$ cat src/rtl/rre_pkg.sv
package rre_pkg;

    parameter int unsigned COORD_W    = 8;
    parameter int unsigned PIX_W      = 16;
    parameter int unsigned LINE_PITCH = 320;
    parameter int unsigned FB_AW      = $clog2(LINE_PITCH << COORD_W);
    parameter int unsigned IMG_AW     = 2 * COORD_W;

    typedef logic [COORD_W-1:0] coord_t;
    typedef logic [PIX_W-1:0]   pixel_t;
    typedef logic [FB_AW-1:0]   fb_addr_t;
    typedef logic [IMG_AW-1:0]  img_addr_t;

    typedef enum logic [1:0] {
        ST_IDLE  = 2'd0,
        ST_REQ   = 2'd1,
        ST_WRITE = 2'd2,
        ST_DONE  = 2'd3
    } rre_state_t;

    typedef struct packed {
        coord_t top;
        coord_t bottom;
        coord_t left;
        coord_t right;
        logic   is_image;
        pixel_t color;
    } obj_desc_t;

    typedef struct packed {
        coord_t row;
        coord_t col;
    } pos_t;

    function automatic fb_addr_t pix_addr(input coord_t row, input coord_t col);
        fb_addr_t r;
        fb_addr_t c;
        r = fb_addr_t'(row);
        c = fb_addr_t'(col);
        return fb_addr_t'(r * fb_addr_t'(LINE_PITCH)) + c;
    endfunction

    function automatic logic box_empty(input coord_t top, input coord_t bottom,
                                       input coord_t left, input coord_t right);
        return (left > right) || (top > bottom);
    endfunction

endpackage

$ cat src/rtl/rre_ctrl.sv
module rre_ctrl
    import rre_pkg::*;
(
    input  logic       clk,
    input  logic       rst,
    input  logic       obj_valid,
    input  logic       obj_empty,
    input  logic       bus_gnt,
    input  logic       wr_ack,
    input  logic       at_last,
    output rre_state_t state,
    output logic       accept,
    output logic       step,
    output logic       obj_ready,
    output logic       bus_req,
    output logic       wr_en,
    output logic       done
);

    rre_state_t nxt;

    always_comb begin
        nxt = state;
        case (state)
            ST_IDLE: begin
                if (obj_valid) begin
                    nxt = obj_empty ? ST_DONE : ST_REQ;
                end
            end
            ST_REQ: begin
                if (bus_gnt) begin
                    nxt = ST_WRITE;
                end
            end
            ST_WRITE: begin
                if (wr_ack && at_last) begin
                    nxt = ST_DONE;
                end
            end
            ST_DONE: begin
                nxt = ST_IDLE;
            end
            default: nxt = ST_IDLE;
        endcase
    end

    always_ff @(posedge clk) begin
        if (rst) begin
            state <= ST_IDLE;
        end else begin
            state <= nxt;
        end
    end

    always_comb begin
        obj_ready = (state == ST_IDLE);
        accept    = obj_ready && obj_valid;
        bus_req   = (state == ST_REQ) || (state == ST_WRITE);
        wr_en     = (state == ST_WRITE);
        step      = wr_en && wr_ack;
        done      = (state == ST_DONE);
    end


    wr_gnt_chk: assert property (@(posedge clk) disable iff (rst)
        wr_en |-> (bus_gnt && bus_req));


    req_before_write_chk: assert property (@(posedge clk) disable iff (rst)
        $rose(wr_en) |-> $past(bus_req));


    done_pulse_chk: assert property (@(posedge clk) disable iff (rst)
        done |=> (!done && obj_ready));


    done_after_last_chk: assert property (@(posedge clk) disable iff (rst)
        (step && at_last) |=> (done && !bus_req));


    empty_skip_chk: assert property (@(posedge clk) disable iff (rst)
        (accept && obj_empty) |=> (done && !bus_req && !wr_en));


    busy_not_ready_chk: assert property (@(posedge clk) disable iff (rst)
        (accept && !obj_empty) |=> !obj_ready);

endmodule

$ cat src/rtl/rre_walker.sv
module rre_walker
    import rre_pkg::*;
(
    input  logic     clk,
    input  logic     rst,
    input  logic     load,
    input  logic     step,
    input  coord_t   start_row,
    input  coord_t   start_col,
    input  coord_t   bound_left,
    input  coord_t   bound_right,
    input  coord_t   bound_bottom,
    output pos_t     pos,
    output logic     at_last,
    output fb_addr_t fb_addr
);

    logic row_end;

    always_comb begin
        row_end = (pos.col == bound_right);
        at_last = row_end && (pos.row == bound_bottom);
        fb_addr = pix_addr(pos.row, pos.col);
    end

    always_ff @(posedge clk) begin
        if (rst) begin
            pos <= '0;
        end else if (load) begin
            pos.row <= start_row;
            pos.col <= start_col;
        end else if (step) begin
            if (row_end) begin
                pos.col <= bound_left;
                pos.row <= pos.row + coord_t'(1);
            end else begin
                pos.col <= pos.col + coord_t'(1);
            end
        end
    end


    col_advance_chk: assert property (@(posedge clk) disable iff (rst)
        (step && !load && !row_end) |=> (pos.col == coord_t'($past(pos.col) + 1'b1)
                                         && $stable(pos.row)));


    row_wrap_chk: assert property (@(posedge clk) disable iff (rst)
        (step && !load && row_end && !at_last) |=>
            (pos.col == $past(bound_left) && pos.row == coord_t'($past(pos.row) + 1'b1)));


    hold_chk: assert property (@(posedge clk) disable iff (rst)
        (!step && !load) |=> $stable(pos));

endmodule

$ cat src/rtl/rre_src.sv
module rre_src
    import rre_pkg::*;
(
    input  logic      clk,
    input  logic      rst,
    input  logic      load,
    input  logic      step,
    input  logic      is_image,
    input  pixel_t    fill_color,
    input  pixel_t    img_word,
    output img_addr_t img_index,
    output pixel_t    pix_out
);

    always_ff @(posedge clk) begin
        if (rst) begin
            img_index <= '0;
        end else if (load) begin
            img_index <= '0;
        end else if (step) begin
            img_index <= img_index + img_addr_t'(1);
        end
    end

    always_comb begin
        pix_out = is_image ? img_word : fill_color;
    end


    img_restart_chk: assert property (@(posedge clk) disable iff (rst)
        load |=> (img_index == '0));


    img_incr_chk: assert property (@(posedge clk) disable iff (rst)
        (step && !load) |=> (img_index == img_addr_t'($past(img_index) + 1'b1)));

endmodule

$ cat src/rtl/rre_engine.sv
module rre_engine
    import rre_pkg::*;
(
    input  logic                  clk,
    input  logic                  rst,
    input  logic                  obj_valid,
    output logic                  obj_ready,
    input  logic [COORD_W-1:0]    obj_top,
    input  logic [COORD_W-1:0]    obj_bottom,
    input  logic [COORD_W-1:0]    obj_left,
    input  logic [COORD_W-1:0]    obj_right,
    input  logic                  obj_is_image,
    input  logic [PIX_W-1:0]      obj_color,
    output logic [IMG_AW-1:0]     img_addr,
    input  logic [PIX_W-1:0]      img_data,
    output logic                  bus_req,
    input  logic                  bus_gnt,
    output logic                  wr_en,
    output logic [FB_AW-1:0]      wr_addr,
    output logic [PIX_W-1:0]      wr_data,
    input  logic                  wr_ack,
    output logic                  done
);

    obj_desc_t  desc_q;
    obj_desc_t  desc_in;
    rre_state_t state;
    logic       accept;
    logic       step;
    logic       in_empty;
    logic       at_last;
    pos_t       pos;

    always_comb begin
        desc_in.top      = obj_top;
        desc_in.bottom   = obj_bottom;
        desc_in.left     = obj_left;
        desc_in.right    = obj_right;
        desc_in.is_image = obj_is_image;
        desc_in.color    = obj_color;
        in_empty = box_empty(obj_top, obj_bottom, obj_left, obj_right);
    end

    always_ff @(posedge clk) begin
        if (rst) begin
            desc_q <= '0;
        end else if (accept) begin
            desc_q <= desc_in;
        end
    end

    rre_ctrl u_ctrl (
        .clk       (clk),
        .rst       (rst),
        .obj_valid (obj_valid),
        .obj_empty (in_empty),
        .bus_gnt   (bus_gnt),
        .wr_ack    (wr_ack),
        .at_last   (at_last),
        .state     (state),
        .accept    (accept),
        .step      (step),
        .obj_ready (obj_ready),
        .bus_req   (bus_req),
        .wr_en     (wr_en),
        .done      (done)
    );

    rre_walker u_walker (
        .clk          (clk),
        .rst          (rst),
        .load         (accept),
        .step         (step),
        .start_row    (obj_top),
        .start_col    (obj_left),
        .bound_left   (desc_q.left),
        .bound_right  (desc_q.right),
        .bound_bottom (desc_q.bottom),
        .pos          (pos),
        .at_last      (at_last),
        .fb_addr      (wr_addr)
    );

    rre_src u_src (
        .clk        (clk),
        .rst        (rst),
        .load       (accept),
        .step       (step),
        .is_image   (desc_q.is_image),
        .fill_color (desc_q.color),
        .img_word   (img_data),
        .img_index  (img_addr),
        .pix_out    (wr_data)
    );


    stall_hold_chk: assert property (@(posedge clk) disable iff (rst)
        (wr_en && !wr_ack) |=> (wr_en && $stable(wr_addr) && $stable(img_addr)));


    inside_box_chk: assert property (@(posedge clk) disable iff (rst)
        wr_en |-> (pos.row >= desc_q.top && pos.row <= desc_q.bottom &&
                   pos.col >= desc_q.left && pos.col <= desc_q.right));


    desc_frozen_chk: assert property (@(posedge clk) disable iff (rst)
        (!obj_ready && state != ST_DONE) |=> $stable(desc_q));


    idle_quiet_chk: assert property (@(posedge clk) disable iff (rst)
        (state == ST_IDLE) |-> (!bus_req && !wr_en && !done));

endmodule

$ cat config.mk
export PLATFORM = sky130hd
export DESIGN_NAME = rre_engine
export DESIGN_NICKNAME = d
export VERILOG_FILES = /design/src/rtl/rre_pkg.sv /design/src/rtl/rre_ctrl.sv /design/src/rtl/rre_walker.sv /design/src/rtl/rre_src.sv /design/src/rtl/rre_engine.sv
export SDC_FILE = /design/constraint.sdc
export NUM_CORES = 1
export LEC_CHECK = 0
export CAP_MARGIN = 15
export CORE_MARGIN = 2
export CORE_UTILIZATION = 50
export DETAILED_ROUTE_END_ITERATION = 16
export DONT_BUFFER_PORTS = 1
export PLACE_DENSITY = 0.76
export SYNTH_ARGS = -nofsm -noshare
export SYNTH_HDL_FRONTEND = slang
export SYNTH_SLANG_ARGS = --single-unit
$ cat constraint.sdc
create_clock -name clk -period 3.5 [get_ports clk]
set_clock_uncertainty 0.05 [all_clocks]
set_input_delay 0.175 -clock clk [delete_from_list [all_inputs] [get_ports clk]]
set_output_delay 0.175 -clock clk [all_outputs]
set_load 0.05 [all_outputs]
==> results of run 1 <==
==> cells in the mapped netlist (all sizes together), types with 2 or more instances <==
cell type  instances  area (um^2)
o21a               5         37.5
a21o               2         15.0
buf                8         67.6
clkbuf            24         90.1
nor4               5         37.5
ha                37          463
and2               3         18.8
dfxtp             75         1500
fa                 2         40.0
a2111oi            2         17.5
inv               28          105
a21oi             61          305
nand3             14         70.1
o21ai              6         30.0
or3                3         20.0
xnor2             22          200
a211oi            11         82.6
mux2i              2         20.0
and3               9         60.1
nand2            102          383
o221ai             5         43.8
o22ai              2         12.5
o21bai             3         22.5
mux2              20          225
nand4             12         81.3
nor2              34          135
nor2b              4         25.0
nand2b             2         12.5
nor3               8         40.0
xor2              26          228
==> flip-flops by register name, summed over array words and instances, names as in the netlist <==
name,cells
u_src.img_index,16
u_ctrl.state,2
u_walker.pos,16
desc_q,41
==> layout make-up <==
class                           instances  share of cell area, %
Multi-Input combinational cell        411                   50.6
Sequential cell                        75                   28.1
Timing Repair Buffer                   71                   12.6
Tap cell                              108                   2.53
Clock buffer                            9                   2.32
Inverter                               28                   1.96
Clock inverter                          7                   1.89
==> report_power, final <==
part | switching (W) | internal (W) | leakage [nW]
Combinational | 0.00130 | 0.000626 | 1.46
Clock | 0.000347 | 0.000406 | 0.106
Sequential | 0.000145 | 0.000992 | 0.614
==> repair_timing <==
action / 4_1_cts / 5_1_grt
setup endpoints to repair: 0 / 1
hold buffers: 49 / 1
hold endpoints to repair: 59 / 1
resized for setup: 0 / 1
==> through the flow <==
step	hold WS (ns)	total power (W)	setup slack, ns	utilization [%]
3_5_place_dp	0.201	0.00300	0.555	53.1
5_1_grt	0.112	0.00404	0.0675	61.6
6_report	0.106	0.00381	0.276	61.6
3_3_place_gp	0.198	0.00295	0.659	53.1
2_1_floorplan	0.261	0.00267	0.0355	-
4_1_cts	0.000380	0.00381	0.149	61.5
==> per-layer routing <==
layer	vias up	routed length, um	track usage [%]
met5	-	0	0
met4	0	379	11.3
met3	34	764	6.03
met2	159	5660	41.4
met1	1890	4530	26.7
li1	1976	-	-
==> worst reg2reg max path: cells and delay by family, from the launching register on <==
kind	cells	cell delay (ns)
buffers and inverters	4	1.30
and+or+nand+nor	2	0.72
DFF	1	0.34
adders and majority gates	1	0.20
AOI/OAI and AO/OA	1	0.12
==> worst max path at each step <==
stage	startpoint	to	slack, ns	depth (start not counted)
2_1_floorplan	u_walker.pos[9]	wr_addr[16]	0.04	9
3_3_place_gp	u_walker.pos[9]	wr_addr[15]	0.66	10
3_5_place_dp	u_walker.pos[9]	wr_addr[15]	0.56	10
4_1_cts	u_walker.pos[9]	wr_addr[15]	0.15	10
5_1_grt	u_walker.pos[11]	wr_addr[15]	0.07	10
6_report	u_walker.pos[9]	wr_addr[15]	0.28	10
==> placed cells by master, fill, tap and decap left out, types with 2 or more instances in the layout <==
| cell type | Yosys | layout |
|---|---|---|
| o21a_1 | 5 | 5 |
| nor2b_1 | 4 | 4 |
| clkbuf_8 | 0 | 9 |
| fa_1 | 2 | 2 |
| a21o_1 | 2 | 2 |
| nor4_1 | 4 | 4 |
| mux2i_1 | 2 | 2 |
| clkinv_4 | 0 | 2 |
| a21oi_1 | 61 | 61 |
| a211oi_1 | 11 | 11 |
| mux2_2 | 20 | 20 |
| dlygate4sd3_1 | 0 | 49 |
| dfxtp_1 | 75 | 74 |
| nand2b_1 | 2 | 2 |
| o221ai_1 | 5 | 5 |
| nand4_1 | 11 | 11 |
| and3_1 | 6 | 6 |
| o21ai_0 | 6 | 6 |
| and2_1 | 3 | 3 |
| xnor2_1 | 21 | 21 |
| a2111oi_0 | 2 | 2 |
| and3_2 | 3 | 3 |
| nor3_1 | 8 | 8 |
| buf_4 | 6 | 21 |
| nor2_1 | 33 | 33 |
| o22ai_1 | 2 | 2 |
| o21bai_1 | 3 | 3 |
| nand2_1 | 102 | 101 |
| inv_1 | 28 | 28 |
| or3_1 | 2 | 2 |
| bufinv_16 | 0 | 2 |
| xor2_1 | 26 | 26 |
| nand3_1 | 14 | 14 |
| clkinvlp_4 | 0 | 2 |
| ha_1 | 37 | 37 |
==> kinds of logic (layout without fill, tap and decap cells) <==
| family | after synthesis | count (layout) | share of synthesized area, % |
|---|---|---|---|
| AOI/OAI and AO/OA | 105 | 105 | 14.2 |
| muxes | 22 | 22 | 5.49 |
| adders and majority gates | 39 | 39 | 11.3 |
| buffers and inverters | 60 | 115 | 5.89 |
| DFF | 75 | 75 | 33.6 |
| xor gates and xnor gates | 48 | 48 | 9.59 |
| and+or+nand+nor | 197 | 197 | 20.0 |
==> key figures, run 1 <==
Worst setup path
  • Crit Path Max Fanout: 7
  • Crit-path slowest cell: fa_1
  • Crit path launch type: register
  • Biggest cell delay along the critical path: 0.42 ns
  • Worst R2R Path Depth: 8
  • Crit path max-delay family: adder cells
  • Crit path kind: register to output pin
  • RR Endpoint: desc_q[6]
  • Worst r2r src: u_ctrl.state[0]
  • Reg2reg setup slack: 0.74 ns
  • Crit-path cells: ha_1 -> ha_1 -> fa_1 -> a21o_1 -> a21oi_1 -> o21bai_1 -> a21oi_1 -> xor2_1 -> xnor2_1 -> buf_4
  • CP Buf/Inv Count: 1
  • Arrival time worst endpoint: 3.00 ns
  • Setup crit end kind: output pin
  • Worst Path Required: 3.27 ns

Placement
  • Routability-driven placement congestion ratio: 0.911
  • Post-place instance area: 4610 um^2
  • Port buffer count: 0
  • HPWL Detailed: 7690 um
  • Placed cell count: 643

Floorplan
  • Initial Utilization: 51.4%
  • FP Rows: 34
  • Core area: 8680 um^2
  • Die Ht: 98.5 um
  • Die width: 98.5 um
  • IO Count: 123
  • Die area: 9700 um^2

Clock network
  • Worst-Skew Late Latency: 0.35 ns
  • Clock transition at the registers of the reported paths: 0.08 ns
  • Total CTS buffers: 9
  • Root Buffer: clkbuf_8
  • Num Clock Sinks: 75
  • Post-CTS Setup Bufs: 0
  • TritonCTS clock tree: done
  • H-tree depth: 3
  • Max clock buf depth: 2

Cells and area
  • Antenna Cells: 0
  • Synthesis-to-finish area growth: 19.9%
  • Share of cells above drive strength 1: 11.5%
  • Fin area: 5350 um^2
  • Finished Layout Cells: 709
  • Nets: 705
  • Area of the multi-input gates: 2710 um^2
  • Fillers: 745
  • FF+latch area: 1500 um^2

Drt
  • Iter 0 DRT Violations: 330
  • DRC viols: 0
  • WL final: 11,300 um
  • Vias: 4,059
  • Drt via density: 5.72
  • First-pass detailed-route iteration total: 5
  • Antenna Nets Post-Route: 0
  • Routed len/inst: 16.0 um

Timing
  • Fin crit share: 92.1%
  • Setup_tns: 0 ns
  • Final Critical Period: 3.22 ns
  • Final hold vios: 0
  • Fmax: 0.310 GHz
  • RSZ-0062 raised after global routing: no
  • Final max-slew violation count: 0
  • Slew @ Worst Pin: 0.767 ns
  • Relative slew slack: 48.8%
  • Final Setup Violations: 0

Outcome
  • Status: finished clean

Logic synthesis
  • Top_reg_cell synth: dfxtp_1
  • Syn_area_per_cell: 8.17 um^2
  • Synthesized flop and latch total: 75
  • YS warnings: 0
  • Post-synthesis sequential area ratio: 33.6%
  • Cells after synthesis: 546
  • Ys async rst share: 0%
  • Mapped Area: 4460 um^2
  • Synthesized net count: 655
  • Post-synth EDFFs: 0
  • Yosys cell types: 46

GRT
  • Tot GR Track Use: 23.6%
  • Global route total overflow: 0
  • Initial antenna violation count: 0
  • Vias in the first global route: 4,118
  • Pin count of the biggest net entering global routing: 61
  • First-pass GRT wire length: 18,800 um

Pwr
  • Leakage: 2.18 nW
  • PwrDens: 712 nW/um^2
  • VDD IR-drop max: 0.407 mV

Worst hold path
  • Worst hold path class: input pin to register
  • Hold Crit Endpoint: desc_q[2]
  • Critical hold path startpoint: rst
  • WHS Path Cells: 2

Flow run
  • Max_cap viols: 0
(Power assumes the default switching activity.)
==> run 2: changes to the inputs <==
Settings changed: REMOVE_ABC_BUFFERS from default to 1.
==> run 2 against run 1 <==
Sequential cell count is the same. Worst hold slack lost 0.097 ns. Power grew 2.3%. Via count down 1.2%. Critical path depth stayed put. Global-route usage is 0.35 points higher. Register-to-register slack better by 0.29 ns. Critical path type unchanged. Critical endpoint unchanged.
==> key figures, run 2 (synthesized netlist as in run 1, its figures left out) <==
Drt
  • Met2 WL: 5890 um
  • Routed len/inst: 16.3 um
  • First-pass detailed-route iteration total: 5
  • Iter 0 DRT Violations: 114
  • Antenna Nets Post-Route: 0
  • Vias: 4,011
  • Wl on met1: 4730 um
  • Metal3 WL: 760 um
  • DR top layer: met4
  • Drt via density: 5.66
  • WL final: 11,600 um
  • DRC viols: 0

Floorplan
  • Initial Utilization: 51.4%
  • Die area: 9700 um^2
  • Die Ht: 98.5 um
  • IO Count: 123
  • Core area: 8680 um^2
  • FP Rows: 34
  • Die width: 98.5 um

Clock network
  • Total CTS buffers: 9
  • Clock transition at the registers of the reported paths: 0.07 ns
  • Max clock buf depth: 2
  • Root Buffer: clkbuf_8
  • Num Clock Sinks: 75
  • H-tree depth: 3
  • Worst-Skew Late Latency: 0.35 ns
  • TritonCTS clock tree: done

Timing
  • Setup_tns: 0 ns
  • Final max-slew violation count: 0
  • Fin crit share: 95.9%
  • Slew @ Worst Pin: 1.07 ns
  • Final hold vios: 0
  • Relative slew slack: 27.1%
  • Final Critical Period: 3.36 ns
  • Final Setup Violations: 0
  • Fmax: 0.298 GHz
  • RSZ-0062 raised after global routing: no

Worst setup path
  • Reg2reg setup slack: 1.03 ns
  • RR Endpoint: u_src.img_index[14]
  • Critical Path Source: u_walker.pos[9]
  • Crit Path Max Fanout: 7
  • Worst R2R Path Depth: 10
  • Crit path kind: register to output pin
  • Arrival time worst endpoint: 3.13 ns
  • Worst Path Required: 3.27 ns
  • Crit path launch type: register
  • Worst r2r src: u_ctrl.state[0]
  • Setup crit end kind: output pin

Placement
  • Port buffer count: 0
  • Post-place instance area: 4610 um^2
  • Routability-driven placement congestion ratio: 0.885
  • HPWL Detailed: 7880 um

Pwr
  • Leakage: 2.20 nW
  • VDD IR-drop max: 0.363 mV
  • PwrDens: 726 nW/um^2

GRT
  • Global route total overflow: 0
  • Vias in the first global route: 4,051
  • Pin count of the biggest net entering global routing: 61
  • Initial antenna violation count: 0
  • Tot GR Track Use: 24.0%
  • First-pass GRT wire length: 19,200 um

Worst hold path
  • Critical hold path startpoint: obj_top[0]
  • WHS Path Cells: 2
  • Worst hold path class: input pin to register
  • Hold Crit Endpoint: u_walker.pos[8]

Cells and area
  • Leading cell type in the layout, fill and taps excluded: nand2_1
  • Max reg flops: 41
  • FF+latch area: 1500 um^2
  • Fillers: 771
  • Post-Route Utilization: 61.9%
  • Largest Register: desc_q
  • Fin area: 5370 um^2
  • Biggest registers after layout: desc_q: 41 flops, u_src.img_index: 16 flops, u_walker.pos: 16 flops
  • Antenna Cells: 0
  • Commonest cells after routing, fill and taps aside: 101 x nand2_1, 74 x dfxtp_1, 61 x a21oi_1
  • Nets: 705
  • Area of the multi-input gates: 2710 um^2
  • Share of cells above drive strength 1: 11.6%
  • Synthesis-to-finish area growth: 20.4%

Outcome
  • Status: finished clean

Flow run
  • Max_cap viols: 0
-- run 2: cell count changes in the layout (fill, tap and decap cells not counted), sizes merged --
cell / before / now
clkinv: 2 / 1
dlygate4sd3: 49 / 48
buf: 22 / 23
bufinv: 2 / 3
clkinvlp: 2 / 1
clkbuf: 9 / 10
-- run 2: layout make-up --
class,count,share of cell area [%]
flip-flops and latches,75,28.0
well taps,108,2.52
multi-input cells,411,50.4
inverters,28,1.96
clock buffers,10,2.56
repair buffers,71,12.5
clock inverters,6,2.07
-- run 2: per-layer routing --
metal | vias to the layer above | GRT usage, %
li1 | 1972 | -
met1 | 1900 | 28.5
met4 | 0 | 7.69
met5 | - | 0
met2 | 119 | 41.9
met3 | 20 | 6.74
-- run 2: stage by stage --
step | instances | hold WS [ns] | worst slack [ns] | power, W
6_report | 709 | 0.00889 | 0.145 | 0.00390
5_1_grt | 709 | 0.0151 | 0.0285 | 0.00412
4_1_cts | 709 | 0.00428 | 0.102 | 0.00390
3_5_place_dp | 644 | 0.204 | 0.500 | 0.00301
3_3_place_gp | 644 | 0.201 | 0.646 | 0.00296
2_1_floorplan | 514 | 0.194 | 0.0355 | 0.00259
-- run 2: repair_timing --
item,CTS,global route
hold buffers,49,0
endpoints found under the setup margin,0,2
setup buffers,0,0
gates resized for setup,0,1
hold endpoints to repair,59,0
-- run 2: report_power, final --
part	leakage, nW	internal (W)	total [W]	switching [W]
sequential	0.614	0.000992	0.00113	0.000140
clock	0.123	0.000494	0.000821	0.000327
combinational	1.46	0.000629	0.00194	0.00132
-- run 2: how the worst max path moves through the flow --
stage / endpoint / cells after the start / slack [ns]
2_1_floorplan: wr_addr[16] / 9 / 0.04
3_5_place_dp: wr_addr[15] / 10 / 0.50
3_3_place_gp: wr_addr[15] / 10 / 0.65
4_1_cts: wr_addr[15] / 10 / 0.10
5_1_grt: wr_addr[15] / 10 / 0.03
6_report: wr_addr[15] / 10 / 0.14
-- run 2: critical path, stage by stage, from the launching register on --
cell	delay, ns
dfxtp_2	0.37
ha_1	0.33
ha_1	0.27
fa_1	0.44
a21o_1	0.21
a21oi_1	0.23
o21bai_1	0.10
a21oi_1	0.18
xor2_1	0.28
xnor2_1	0.15
buf_4	0.21
==> run 3: changes to the inputs <==
Settings changed: ABC_AREA from default to 1.
==> run 3 against run 2 <==
Worst hold slack improved by 0.00081 ns. Count of clock-buffer cells in the layout is 1 lower. Power rose by 2.0%. Synthesized area up 7.2%. Largest cell class unchanged. Sequential share of layout area is 0.71 points lower. Critical endpoint unchanged. Clock power down 19%. Synthesized cell count is 31% higher. Highest routed layer unchanged. Die area increased by 6.9%. Global-route usage down 1.1 points.
==> key figures, run 3 <==
Outcome
  • Status: finished clean

Timing
  • RSZ-0062 raised after global routing: no
  • Final max-slew violation count: 0
  • WHS: 0.00970 ns
  • Final Critical Period: 3.14 ns
  • Final Setup Violations: 0
  • Relative slew slack: 31.8%
  • Final setup margin: 0.364 ns
  • Final hold vios: 0
  • Fin crit share: 89.6%
  • Setup_tns: 0 ns
  • Fmax: 0.319 GHz
  • Slew @ Worst Pin: 1.02 ns

Floorplan
  • Die Ht: 102 um
  • Core area: 9280 um^2
  • IO Count: 123
  • Initial Utilization: 51.5%
  • FP Rows: 35
  • Die area: 10,400 um^2
  • Die width: 102 um

Logic synthesis
  • YS warnings: 0
  • Synth Area in Simple Gates: 24.9%
  • Post-Synth XOR/XNOR Area: 4.94%
  • Mapped Area: 4790 um^2
  • Synthesized-area fraction occupied by adder cells: 10.5%
  • Ranking of synthesized cells by area: dfxtp_1 31%, nand2_1 13%, ha_1 9.7%, inv_1 7.8%, o21ai_0 7.7%
  • Post-synth top cells: 172 x nand2_1, 100 x inv_1, 75 x dfxtp_1
  • Yosys cell types: 34
  • Top_reg_cell synth: dfxtp_1
  • Synth top area share: 31.4%
  • Synth area leader: dfxtp_1
  • Compound-Gate Fraction of Synth Area: 17.0%
  • Post-synth EDFFs: 0
  • Cells after synthesis: 713
  • Post-synthesis sequential area ratio: 31.4%
  • Synthesized flop and latch total: 75
  • Syn_area_per_cell: 6.71 um^2
  • Mux cell area share after synthesis: 0%
  • Largest family of logic cells by synthesized area: simple AND/OR/NAND/NOR gates
  • Most numerous cell in the Yosys netlist: nand2_1
  • Ys async rst share: 0%

Worst setup path
  • Arrival time worst endpoint: 2.91 ns
  • Crit-path cells: ha_1 -> ha_1 -> fa_1 -> a31oi_1 -> xor2_1 -> nor2_1 -> nand3b_1 -> nand2_1 -> inv_1
  • Crit path launch type: register
  • CP Buf/Inv Count: 1
  • Crit-path slowest cell: dfxtp_1
  • Setup crit end kind: output pin
  • Biggest cell delay along the critical path: 0.50 ns
  • Worst Path Required: 3.27 ns
  • Crit path max-delay family: adder cells
  • Crit path kind: register to output pin
  • CP most frequent cell: ha_1
  • Crit Path Max Fanout: 7

Clock network
  • Worst-Skew Late Latency: 0.35 ns
  • Num Clock Sinks: 75
  • Max clock buf depth: 2
  • Root Buffer: clkbuf_8
  • Post-CTS sizing: 0
  • Post-CTS Setup Bufs: 0
  • H-tree depth: 3
  • Total CTS buffers: 9
  • TritonCTS clock tree: done
  • Clock transition at the registers of the reported paths: 0.08 ns

GRT
  • Tot GR Track Use: 22.9%
  • Vias in the first global route: 4,270
  • Pin count of the biggest net entering global routing: 38
  • First-pass GRT wire length: 19,100 um
  • Global route total overflow: 0
  • Initial antenna violation count: 0

Pwr
  • Leakage: 2.54 nW
  • PwrDens: 722 nW/um^2
  • VDD IR-drop max: 0.337 mV

Drt
  • First-pass detailed-route iteration total: 5
  • Vias: 4,593
  • WL final: 12,000 um
  • Antenna Nets Post-Route: 0
  • Routed len/inst: 13.5 um
  • Iter 0 DRT Violations: 186
  • Drt via density: 5.20
  • DRC viols: 0

Worst hold path
  • Worst hold path class: input pin to register

Cells and area
  • Max reg flops: 41
  • Nets: 860
  • Biggest registers after layout: desc_q: 41 flops, u_src.img_index: 16 flops, u_walker.pos: 16 flops
  • Antenna Cells: 0
  • Leading cell type in the layout, fill and taps excluded: nand2_1
  • Largest Register: desc_q
  • Fillers: 872
  • Synthesis-to-finish area growth: 15.1%
  • Share of cells above drive strength 1: 6.75%
  • Commonest cells after routing, fill and taps aside: 171 x nand2_1, 100 x inv_1, 75 x dfxtp_1

Placement
  • Setup WS pre-CTS: 0.743 ns
  • HPWL Detailed: 8770 um
  • Routability-driven placement congestion ratio: 0.914
  • Port buffer count: 0

Flow run
  • Max_cap viols: 0
[run 3: cell types whose count changed after synthesis, moves of 11 or more]
cell / previous run / this run
nor2_1: 33 / 59
nand2_1: 102 / 172
clkbuf_1: 24 / 13
a21oi_1: 61 / 73
mux2_2: 20 / 0
xnor2_1: 21 / 9
inv_1: 28 / 100
o21ai_0: 6 / 74
[run 3: where the power goes]
| group | switching [W] | leakage, nW | internal, W |
|---|---|---|---|
| logic | 0.00144 | 1.84 | 0.000577 |
| registers | 0.000253 | 0.615 | 0.00104 |
| clock network | 0.000335 | 0.0913 | 0.000326 |
[run 3: final cells by class]
cell class	instances	area, um^2	area share, %
well taps	129	161	2.93
clock buffers	9	124	2.25
repair buffers	57	526	9.54
clock inverters	6	67.6	1.23
flip-flops and latches	75	1500	27.3
inverters	101	379	6.88
multi-input cells	507	2750	49.9
[run 3: logic make-up after synthesis]
family | Yosys count
buf+inv | 131
flops | 75
compound gates | 158
fa+ha+maj | 39
simple gates | 283
xor+xnor | 27
[run 3: worst register-to-register path, cell delays in order, from the launching register on]
cell and delay [ns]:
dfxtp_1 0.33, inv_1 0.11, ha_1 0.58, nand2_2 0.19, inv_1 0.12, buf_4 0.35
nand2_1 0.14, a21oi_1 0.15, dlygate4sd3_1 0.56
[run 3: final timing paths]
check | cells after the start | end | slack [ns] | start
worst max-delay path | 9 | wr_addr[15] | 0.36 | u_walker.pos[11]
worst max register to register | 8 | desc_q[30] | 0.89 | u_ctrl.state[0]
worst min register to register | 2 | desc_q[9] | 0.40 | desc_q[9]
worst min-delay path | 2 | desc_q[15] | 0.01 | obj_color[15]
[run 3: per-stage QoR]
step	instances	utilization (%)	cell area, um^2	power [W]
after global placement	830	53.0	4920	0.00323
after detailed placement	830	53.0	4920	0.00328
after global routing	884	59.3	5510	0.00428
after CTS	884	59.3	5510	0.00398
final	884	59.3	5510	0.00398
after floorplan	683	-	4630	0.00285
[run 3: what timing repair did]
action,CTS,global route
setup endpoints to repair,0,0
endpoints found under the hold margin,48,0
hold buffers,39,0
[run 3: routing by layer]
layer	vias up	wire length [um]	global-route usage [%]
li1	2347	-	-
met1	2058	5130	26.7
met2	165	5680	40.9
met3	23	914	5.75
met4	0	250	7.69
met5	-	0	0
